## src/rtl/word_prog_pkg.sv

```systemverilog
package word_prog_pkg;

    localparam int ADDR_W = 6;
    localparam int DATA_W = 16;
    localparam int DEPTH  = 1 << ADDR_W;

    typedef enum logic [2:0] {
        OP_IDLE  = 3'd0,
        OP_ERASE = 3'd1,
        OP_ERALL = 3'd2,
        OP_WRITE = 3'd3,
        OP_WRALL = 3'd4,
        OP_ARM   = 3'd5,
        OP_DISARM= 3'd6,
        OP_RSVD  = 3'd7
    } prog_op_e;

    typedef struct packed {
        prog_op_e            op;
        logic [ADDR_W-1:0]   addr;
        logic [DATA_W-1:0]   data;
    } prog_job_t;

    function automatic logic is_timed(prog_op_e op);
        return (op == OP_ERASE) || (op == OP_ERALL) ||
               (op == OP_WRITE) || (op == OP_WRALL);
    endfunction

    function automatic int op_cycles(prog_op_e op, int clk_khz);
        case (op)
            OP_ERALL: return 6 * clk_khz;
            OP_WRALL: return 15 * clk_khz;
            default:  return 2 * clk_khz;
        endcase
    endfunction

    function automatic int longest_cycles(int clk_khz);
        return 15 * clk_khz;
    endfunction

endpackage

```

## src/rtl/prog_cmd_ctrl.sv

```systemverilog
module prog_cmd_ctrl
    import word_prog_pkg::*;
#(
    parameter int CLK_KHZ = 50000,
    parameter int CNT_W   = 20
) (
    input  logic                 clk,
    input  logic                 rst,
    input  logic                 cmd_valid,
    input  logic [2:0]           cmd_op,
    input  logic [ADDR_W-1:0]    cmd_addr,
    input  logic [DATA_W-1:0]    cmd_data,
    input  logic                 busy,
    input  logic                 finish,
    output logic                 start,
    output logic [CNT_W-1:0]     load_val,
    output prog_job_t            job,
    output logic                 armed
);

    prog_op_e op_in;
    logic     take;

    assign op_in    = prog_op_e'(cmd_op);
    assign take     = cmd_valid && !busy;
    assign start    = take && armed && is_timed(op_in);
    assign load_val = CNT_W'(op_cycles(op_in, CLK_KHZ) - 1);

    always_ff @(posedge clk) begin
        if (rst) begin
            armed <= 1'b0;
        end else if (take && op_in == OP_ARM) begin
            armed <= 1'b1;
        end else if (take && op_in == OP_DISARM) begin
            armed <= 1'b0;
        end
    end

    always_ff @(posedge clk) begin
        if (rst) begin
            job <= '{op: OP_IDLE, addr: '0, data: '0};
        end else if (start) begin
            job <= '{op: op_in, addr: cmd_addr, data: cmd_data};
        end
    end

    // enable is dropped only by an accepted disable command
    a_r3_arm_holds: assert property (@(posedge clk) disable iff (rst)
        (armed && !(cmd_valid && !busy && cmd_op == 3'd6)) |=> armed);

    // the captured job cannot change while an operation is timing
    a_r9_job_frozen: assert property (@(posedge clk) disable iff (rst)
        (busy && !finish) |=> $stable(job));

endmodule

```

## src/rtl/prog_timer.sv

```systemverilog
module prog_timer #(
    parameter int CNT_W = 20
) (
    input  logic              clk,
    input  logic              rst,
    input  logic              start,
    input  logic [CNT_W-1:0]  load_val,
    output logic              busy,
    output logic              finish,
    output logic              done
);

    logic [CNT_W-1:0] remain;

    assign finish = busy && (remain == '0);

    always_ff @(posedge clk) begin
        if (rst) begin
            busy   <= 1'b0;
            remain <= '0;
            done   <= 1'b0;
        end else begin
            done <= finish;
            if (start && !busy) begin
                busy   <= 1'b1;
                remain <= load_val;
            end else if (busy) begin
                if (remain == '0) begin
                    busy <= 1'b0;
                end else begin
                    remain <= remain - 1'b1;
                end
            end
        end
    end

    // an accepted start raises busy on the next cycle
    a_r8_busy_after_start: assert property (@(posedge clk) disable iff (rst)
        (start && !busy) |=> busy);

    // done lasts one cycle and never overlaps busy
    a_r11_done_single: assert property (@(posedge clk) disable iff (rst)
        done |=> !done);
    a_r11_done_idle: assert property (@(posedge clk) disable iff (rst)
        done |-> !busy);

endmodule

```

## src/rtl/prog_array.sv

```systemverilog
module prog_array
    import word_prog_pkg::*;
(
    input  logic                 clk,
    input  logic                 rst,
    input  logic                 apply,
    input  prog_job_t            job,
    input  logic [ADDR_W-1:0]    rd_addr,
    output logic [DATA_W-1:0]    rd_data
);

    logic [DEPTH-1:0][DATA_W-1:0] cells;
    logic [DEPTH-1:0]             row_hit;
    logic                         whole;
    logic [DATA_W-1:0]            fill;

    assign whole = (job.op == OP_ERALL) || (job.op == OP_WRALL);
    assign fill  = ((job.op == OP_WRITE) || (job.op == OP_WRALL)) ? job.data : '1;

    for (genvar gi = 0; gi < DEPTH; gi++) begin : g_row
        assign row_hit[gi] = whole || (job.addr == ADDR_W'(gi));
    end

    always_ff @(posedge clk) begin
        if (rst) begin
            cells <= '1;
        end else if (apply) begin
            for (int i = 0; i < DEPTH; i++) begin
                if (row_hit[i]) begin
                    cells[i] <= fill;
                end
            end
        end
    end

    assign rd_data = cells[rd_addr];

    // storage only moves on the final cycle of an operation
    a_r10_hold_until_apply: assert property (@(posedge clk) disable iff (rst)
        !apply |=> $stable(cells));

endmodule

```

## src/rtl/word_prog_seq.sv

```systemverilog
module word_prog_seq
    import word_prog_pkg::*;
#(
    parameter int CLK_KHZ = 50000
) (
    input  logic              clk,
    input  logic              rst,
    input  logic              cmd_valid,
    input  logic [2:0]        cmd_op,
    input  logic [5:0]        cmd_addr,
    input  logic [15:0]       cmd_data,
    input  logic [5:0]        rd_addr,
    output logic [15:0]       rd_data,
    output logic              busy,
    output logic              done
);

    localparam int MAX_CYC = longest_cycles(CLK_KHZ);
    localparam int CNT_W   = (MAX_CYC > 2) ? $clog2(MAX_CYC) : 1;

    logic             start;
    logic             finish;
    logic             armed;
    logic [CNT_W-1:0] load_val;
    prog_job_t        job;

    prog_cmd_ctrl #(.CLK_KHZ(CLK_KHZ), .CNT_W(CNT_W)) i_ctrl (
        .clk       (clk),
        .rst       (rst),
        .cmd_valid (cmd_valid),
        .cmd_op    (cmd_op),
        .cmd_addr  (cmd_addr),
        .cmd_data  (cmd_data),
        .busy      (busy),
        .finish    (finish),
        .start     (start),
        .load_val  (load_val),
        .job       (job),
        .armed     (armed)
    );

    prog_timer #(.CNT_W(CNT_W)) i_timer (
        .clk      (clk),
        .rst      (rst),
        .start    (start),
        .load_val (load_val),
        .busy     (busy),
        .finish   (finish),
        .done     (done)
    );

    prog_array i_array (
        .clk     (clk),
        .rst     (rst),
        .apply   (finish),
        .job     (job),
        .rd_addr (rd_addr),
        .rd_data (rd_data)
    );

    // a program code while disarmed and idle leaves busy low
    a_r2_disarmed_idle: assert property (@(posedge clk) disable iff (rst)
        (cmd_valid && !busy && !armed && cmd_op >= 3'd1 && cmd_op <= 3'd4) |=> !busy);

    // a strobe during busy never restarts the timer
    a_r9_no_restart: assert property (@(posedge clk) disable iff (rst)
        (busy && !finish) |=> busy);

endmodule

```

## config.mk

```make
export PLATFORM = sky130hd
export DESIGN_NAME = word_prog_seq
export DESIGN_NICKNAME = d
export VERILOG_FILES = /design/src/rtl/word_prog_pkg.sv /design/src/rtl/prog_cmd_ctrl.sv /design/src/rtl/prog_timer.sv /design/src/rtl/prog_array.sv /design/src/rtl/word_prog_seq.sv
export SDC_FILE = /design/constraint.sdc
export NUM_CORES = 2
export LEC_CHECK = 0
export ABC_AREA = 1
export BUFFER_PORTS_ARGS = -buffer_cell sky130_fd_sc_hd__buf_4
export CAP_MARGIN = 0
export CORE_UTILIZATION = 35
export CTS_CLUSTER_SIZE = 8
export DETAILED_ROUTE_END_ITERATION = 10
export MAX_ROUTING_LAYER = met4
export RECOVER_POWER = 25
export SYNTH_ARGS = -nofsm -noshare
export SYNTH_HDL_FRONTEND = slang
export SYNTH_SLANG_ARGS = --single-unit
```

## constraint.sdc

```tcl
create_clock -name clk -period 2.45 [get_ports clk]
set_clock_uncertainty 0.05 [all_clocks]
set_input_delay 0.245 -clock clk [delete_from_list [all_inputs] [get_ports clk]]
set_output_delay 0.245 -clock clk [all_outputs]
set_load 0.05 [all_outputs]
```

# Word level (Yosys, flattened, before mapping)
# Cells that the tools add are included.
# word_totals
register_bits,1072
latchBits,0
ramBits,0
rom_bits,0
output_inout_bits,18
word_cells,305
n_memories,0
# op_classes
add_sub_neg,2
mul,0
div,0
n_lt_le_gt_ge,1
n_eq_ne,73
shift,0
n_mux,12
n_bitwise,0
n_reduce_logical,146
# ops
cell,n
"6-bit == test, second input constant",32
2-bit AND reduction,65
16-bit binary-select mux with 6-bit select,1
"6-bit by 5-bit == test with 1-bit output, second input constant",16
1-bit logical OR,69
20-bit two-way mux,3
"6-bit by 4-bit == test with 1-bit output, second input constant",8
20-bit one-hot mux with 2 select lines,1
"20-bit by 1-bit subtractor with 20-bit output, second input constant",2
16-bit two-way mux,2
"6-bit by 3-bit == test with 1-bit output, second input constant",4
20-bit zero test,1
"3-bit by 2-bit == test with 1-bit output, second input constant",4
"3-bit == test, second input constant",4
"6-bit by 2-bit == test with 1-bit output, second input constant",2
1-bit logical AND,7
"6-bit by 7-bit < comparator with 1-bit output, second input constant",1
"6-bit by 1-bit == test with 1-bit output, second input constant",1
6-bit zero test,1
1-bit two-way mux,5
2-bit nonzero test,2
"3-bit by 1-bit == test with 1-bit output, second input constant",1
"2-bit inequality test, second input constant",1
1-bit zero test,1

# Longest topological paths before layout
# depth
depth_word,8
depth_mapped,18

# By module
# From an unflattened synthesis, not the netlist that was laid out.
# unflattened
hier_cells,7536
area_unflattened_um2,49942.9
# modules_own_cells
mod,n_inst,cells_per_inst,area_per_inst_um2
prog_array,1,7107,47093.9
prog_timer,1,256,1587.8
prog_cmd_ctrl,1,173,1261.2

# Worst setup path after synthesis
# Ideal clock, no wire load.
# synth_path
kind,reg2reg
startpoint,register i_timer.busy
endpoint,register i_timer.remain[14]
arrival_time_ps,2595
path_slack_ps,-306
path_stages_with_launch,18
path_buffers,3
period_less_slack_ps,2756
path_cell_list,dfxtp_1 -> inv_2 -> nand3_1 -> inv_2 -> nand2_2 -> buf_2 -> clkbuf_1 -> clkbuf_1 -> nand2_1 -> ha_1 -> nand2_1 -> inv_1 -> nand2_1 -> nor2_2 -> nand3_1 -> nand3_1 -> nand3_1 -> inv_1
# synth_between
elab_chain_cells,7
word_cells_on_any_way,9
classes_between,eq/ne (1); mux (1); reduce/logical (7)
# synth_lines
element,line_no,text
"start, declared",prog_timer.sv:8,"output logic busy,"
"start signal, assigned",prog_timer.sv:19,busy <= 1'b0;
"start signal, assigned",prog_timer.sv:25,busy <= 1'b1;
"start signal, assigned",prog_timer.sv:29,busy <= 1'b0;
1-bit zero test,"prog_cmd_ctrl.sv:25, prog_timer.sv:24",
1-bit logical AND,prog_cmd_ctrl.sv:25,assign take = cmd_valid && !busy;
1-bit logical AND (2 in a row),prog_cmd_ctrl.sv:26,assign start = take && armed && is_timed(op_in);
1-bit logical AND,prog_timer.sv:24,if (start && !busy) begin
2-bit inequality test (no source line) or 2-bit nonzero test (tied branches),-,
2-bit AND reduction (no source line),-,
"end signal, assigned",prog_timer.sv:26,remain <= load_val;
"end signal, assigned",prog_timer.sv:31,remain <= remain - 1'b1;
"end, declared",prog_timer.sv:13,logic [CNT_W-1:0] remain;
# Several ways; a longest one is shown, not always the timed one.
# A chain may end at the register's enable or synchronous reset.

# Worst setup path after layout
# layout_path
startpoint,register i_array.cells[805] in the netlist's numbering
endpoint,output port rd_data[5]
# layout_between
elab_chain_cells,2
# layout_lines
element,line_no,text
"start, declared",prog_array.sv:12,logic [DEPTH-1:0][DATA_W-1:0] cells;
"start signal, assigned by index",prog_array.sv:30,cells[i] <= fill;
16-bit binary-select mux with 6-bit select,prog_array.sv:36,assign rd_data = cells[rd_addr];
16-bit two-way mux (not written as such),prog_array.sv:36,
"end, declared",word_prog_seq.sv:13,"output logic [15:0] rd_data,"
# Every way passes these cells. The select of a mux whose other input is x is not followed.

==> impl_metrics.json <==
{
  "p_sw_mw": 9.92,
  "cts_sinks": 1072,
  "cp_top_family": "compound AO/OA/AOI/OAI gates",
  "synth_flop_cell": "dfxtp_1",
  "pre_cts_slack_ns": -0.494,
  "synth.top_cell.area_share": 0.436,
  "slew-limit-headroom": 0.513,
  "path_buf_inv": 1,
  "cp_max_fo": 2,
  "switching_share": 0.251,
  "die_h_um": 377,
  "clockPowerShare": 0.483,
  "finalHoldViolCount": 0,
  "core_mm2": 0.140,
  "fmax_mhz": 355,
  "syn-cell-area_mm2": 0.0492,
  "hpwl_um": 113000,
  "die-area_mm2": 0.142,
  "intPower_mw": 29.7,
  "ys_ff_latch": 1072,
  "power_frac_comb": 0.075,
  "setup_viol": 346,
  "cts-htree-levels": 4,
  "io_pins": 52,
  "worst_slew_pin_slew_ns": 0.730,
  "fin_ws_ns": -0.366,
  "ys.warnings.count": 0,
  "fp.dieW_um": 377,
  "cp.arrival_ns": 2.52,
  "rows": 137,
  "slew_viol_final": 0,
  "grt_pass1_wl_um": 279000,
  "drive_gt1_frac": 0.146,
  "gp_congestion": 0.933,
  "synth_nets": 6816,
  "vias": 48073,
  "cp.required_ns": 2.15,
  "hold_path_class": "primary input to flip-flop",
  "drt_iter0_markers": 5727,
  "syn_avg_cell_area_um2": 7.26,
  "gr-total-overflow": 0,
  "r2r-start": "i_timer.remain[7]$_SDFFE_PP0P_",
  "p_per_area_mw_per_mm2": 692,
  "slowest_delay_ns": 0.51,
  "hold_path_end": "i_timer.remain[0]$_SDFFE_PP0P_",
  "antenna_left": 0,
  "crit_chain": "o21ai_1 > o22ai_1 > o211ai_1 > nand3_2 > nand3_2 > nand2_4 > buf_8",
  "finalWirelength_um": 183000,
  "grt_pass1_vias": 44976,
  "rrSetupSlack_ns": -0.13,
  "finalCritPeriodShare": 1.15,
  "cts_tree": "yes",
  "initial_core_util": 0.353,
  "io_buffers": 51,
  "synthTopCellsByArea": "dfxtp_1 (44%), nand2_1 (16%), nand3_1 (11%)",
  "numCtsBuffers": 152,
  "period_needed_ns": 2.82,
  "cp-start-kind": "flip-flop",
  "insertion_delay_ns": 0.77,
  "critPathCaptureType": "output port",
  "worst_r2r_endpoint": "i_array.cells[563]$_SDFFE_PP1P_",
  "violations": "negative setup slack",
  "wl_per_cell_um": 21.3,
  "synth_edf_count": 0,
  "layout.nets": 6738,
  "reg2reg_depth": 9,
  "final_area_mm2": 0.0572,
  "max-cap-violations": 0,
  "synth_cells": 6781,
  "seqPwrFrac": 0.442,
  "critPathSlowestCell": "o211ai_1",
  "grt_max_degree": 84,
  "drcViolationCount": 0,
  "critPathKind": "flip-flop to output port",
  "cts.clk_slew.worst_paths_ns": 0.05,
  "whs_ns": 0.0758,
  "yosysUniqueCellTypes": 40,
  "clockRootBuffer": "clkbuf_16",
  "worstHoldStart": "cmd_valid",
  "setup_tns_ns": -21.13,
  "synthArstFlopShare": 0,
  "placed_cell_area_mm2": 0.0519,
  "synth_top_area_cell": "dfxtp_1",
  "min_path_cells": 6,
  "track_usage": 0.261,
  "vdd_drop_max_mv": 0.795,
  "grt_setup_unrepaired": "yes",
  "cpMostUsedCell": "nand3_2",
  "status": "finished, violations left",
  "p_leak_nw": 26.0,
  "final_core_util": 0.410,
  "ys_seq_area_frac": 0.436,
  "clockBufferDepth": 3,
  "syn_to_final_growth_pct": 16.3,
  "dr.pass1.iters": 7,
  "antenna_found_initial": 1,
  "viasPerCell": 5.59
}
[worst min-delay path, cell delays in order]
cell and delay [ns]:
buf_4 0.09, nand3_1 0.10, inv_1 0.13, nand2_2 0.10, nand2_1 0.11, a21oi_1 0.07
[cells in the mapped netlist (6+ instances only)]
| cell type | instances |
|---|---|
| nand2_4 | 60 |
| clkinv_4 | 58 |
| nand2_2 | 90 |
| nand2_1 | 2065 |
| buf_2 | 69 |
| buf_4 | 8 |
| nor2_2 | 6 |
| buf_12 | 14 |
| o22ai_1 | 128 |
| o221ai_1 | 129 |
| nor2_1 | 545 |
| a21oi_1 | 42 |
| clkbuf_1 | 382 |
| inv_1 | 60 |
| nand4_1 | 8 |
| nand3_2 | 60 |
| dfxtp_1 | 1072 |
| o21ai_0 | 626 |
| inv_2 | 13 |
| o211ai_1 | 130 |
| nand3_1 | 1080 |
| buf_6 | 110 |
[per-layer routing]
| metal | vias up | GRT usage | routed length [um] |
|---|---|---|---|
| li1 | 22428 | - | - |
| met5 | - | - | 0 |
| met2 | 2338 | 0.392 | 81500 |
| met3 | 408 | 0.0497 | 16600 |
| met1 | 22899 | 0.338 | 77100 |
| met4 | 0 | 0.116 | 7970 |
[metrics by stage]
step,power [mW],cells
2_1_floorplan,19.3,6781
3_3_place_gp,20.5,8405
3_5_place_dp,20.5,8405
4_1_cts,39.7,8598
5_1_grt,40.6,8596
6_report,39.6,8597
[worst max path at each step]
stage,slack (ns),depth (start not counted),from,endpoint
global placement,-0.52,12,rd_addr[0],rd_data[5]
global route,-0.39,7,i_array.cells[805]$_SDFFE_PP1P_,rd_data[5]
finish,-0.37,7,i_array.cells[805]$_SDFFE_PP1P_,rd_data[5]
CTS,-0.31,7,i_array.cells[805]$_SDFFE_PP1P_,rd_data[5]
detailed placement,-0.49,11,rd_addr[1],rd_data[5]
floorplan,0.08,17,i_timer.busy$_SDFF_PP0_,i_timer.remain[14]$_SDFFE_PP0P_
[what timing repair did]
item,4_1_cts,5_1_grt
pin swaps,171,103
hold buffers,29,0
endpoints found under the setup margin,16,16
gates resized for setup,264,88
setup buffers,1,0
endpoints found under the hold margin,62,0
[sequential cells by signal (all words and copies together), names as in the netlist]
| name | count |
|---|---|
| i_timer.remain | 20 |
| i_ctrl.armed | 1 |
| i_timer.done | 1 |
| i_array.cells | 1024 |
| i_timer.busy | 1 |
| i_ctrl.job | 25 |
[layout by cell type, fill, tap and decap left out, types with 91 or more instances in the layout]
cell type / n
buf_4: 214
clkbuf_16: 154
dfxtp_1: 1033
nand2_1: 2043
nand2_4: 91
nand3_1: 1035
nand3_2: 97
nor2_1: 535
o211ai_1: 130
o21ai_0: 529
o221ai_1: 110
o22ai_1: 106
[area by class of cell]
class	count	area, um^2
tap	1876	2350
clock inverter	15	233
antenna	1	2.50
multi-input combinational	4986	24500
inverter	133	810
fill	14137	82300
timing repair buffer	358	3970
clock buffer	156	3860
sequential	1072	21500
[power groups by stage]
stage | Clock (mW) | Sequential, mW | Combinational (mW)
final | 19.1 | 17.5 | 2.98
after global placement | 0 | 17.8 | 2.65
after CTS | 19.3 | 17.5 | 2.86
after detailed placement | 0 | 17.8 | 2.65
after global routing | 20.0 | 17.5 | 3.10
after floorplan | 0 | 17.8 | 1.41
[kinds of logic after synthesis]
group	after synthesis	synth area share
AO/OA/AOI/OAI	1060	0.128
XOR/XNOR	2	0.000356
adder cells (fa/ha/maj)	1	0.000254
buffers and inverters	723	0.0855
flip-flops	1072	0.436
AND/OR/NAND/NOR	3923	0.350
No activity file was read; power rests on OpenSTA's default activity.
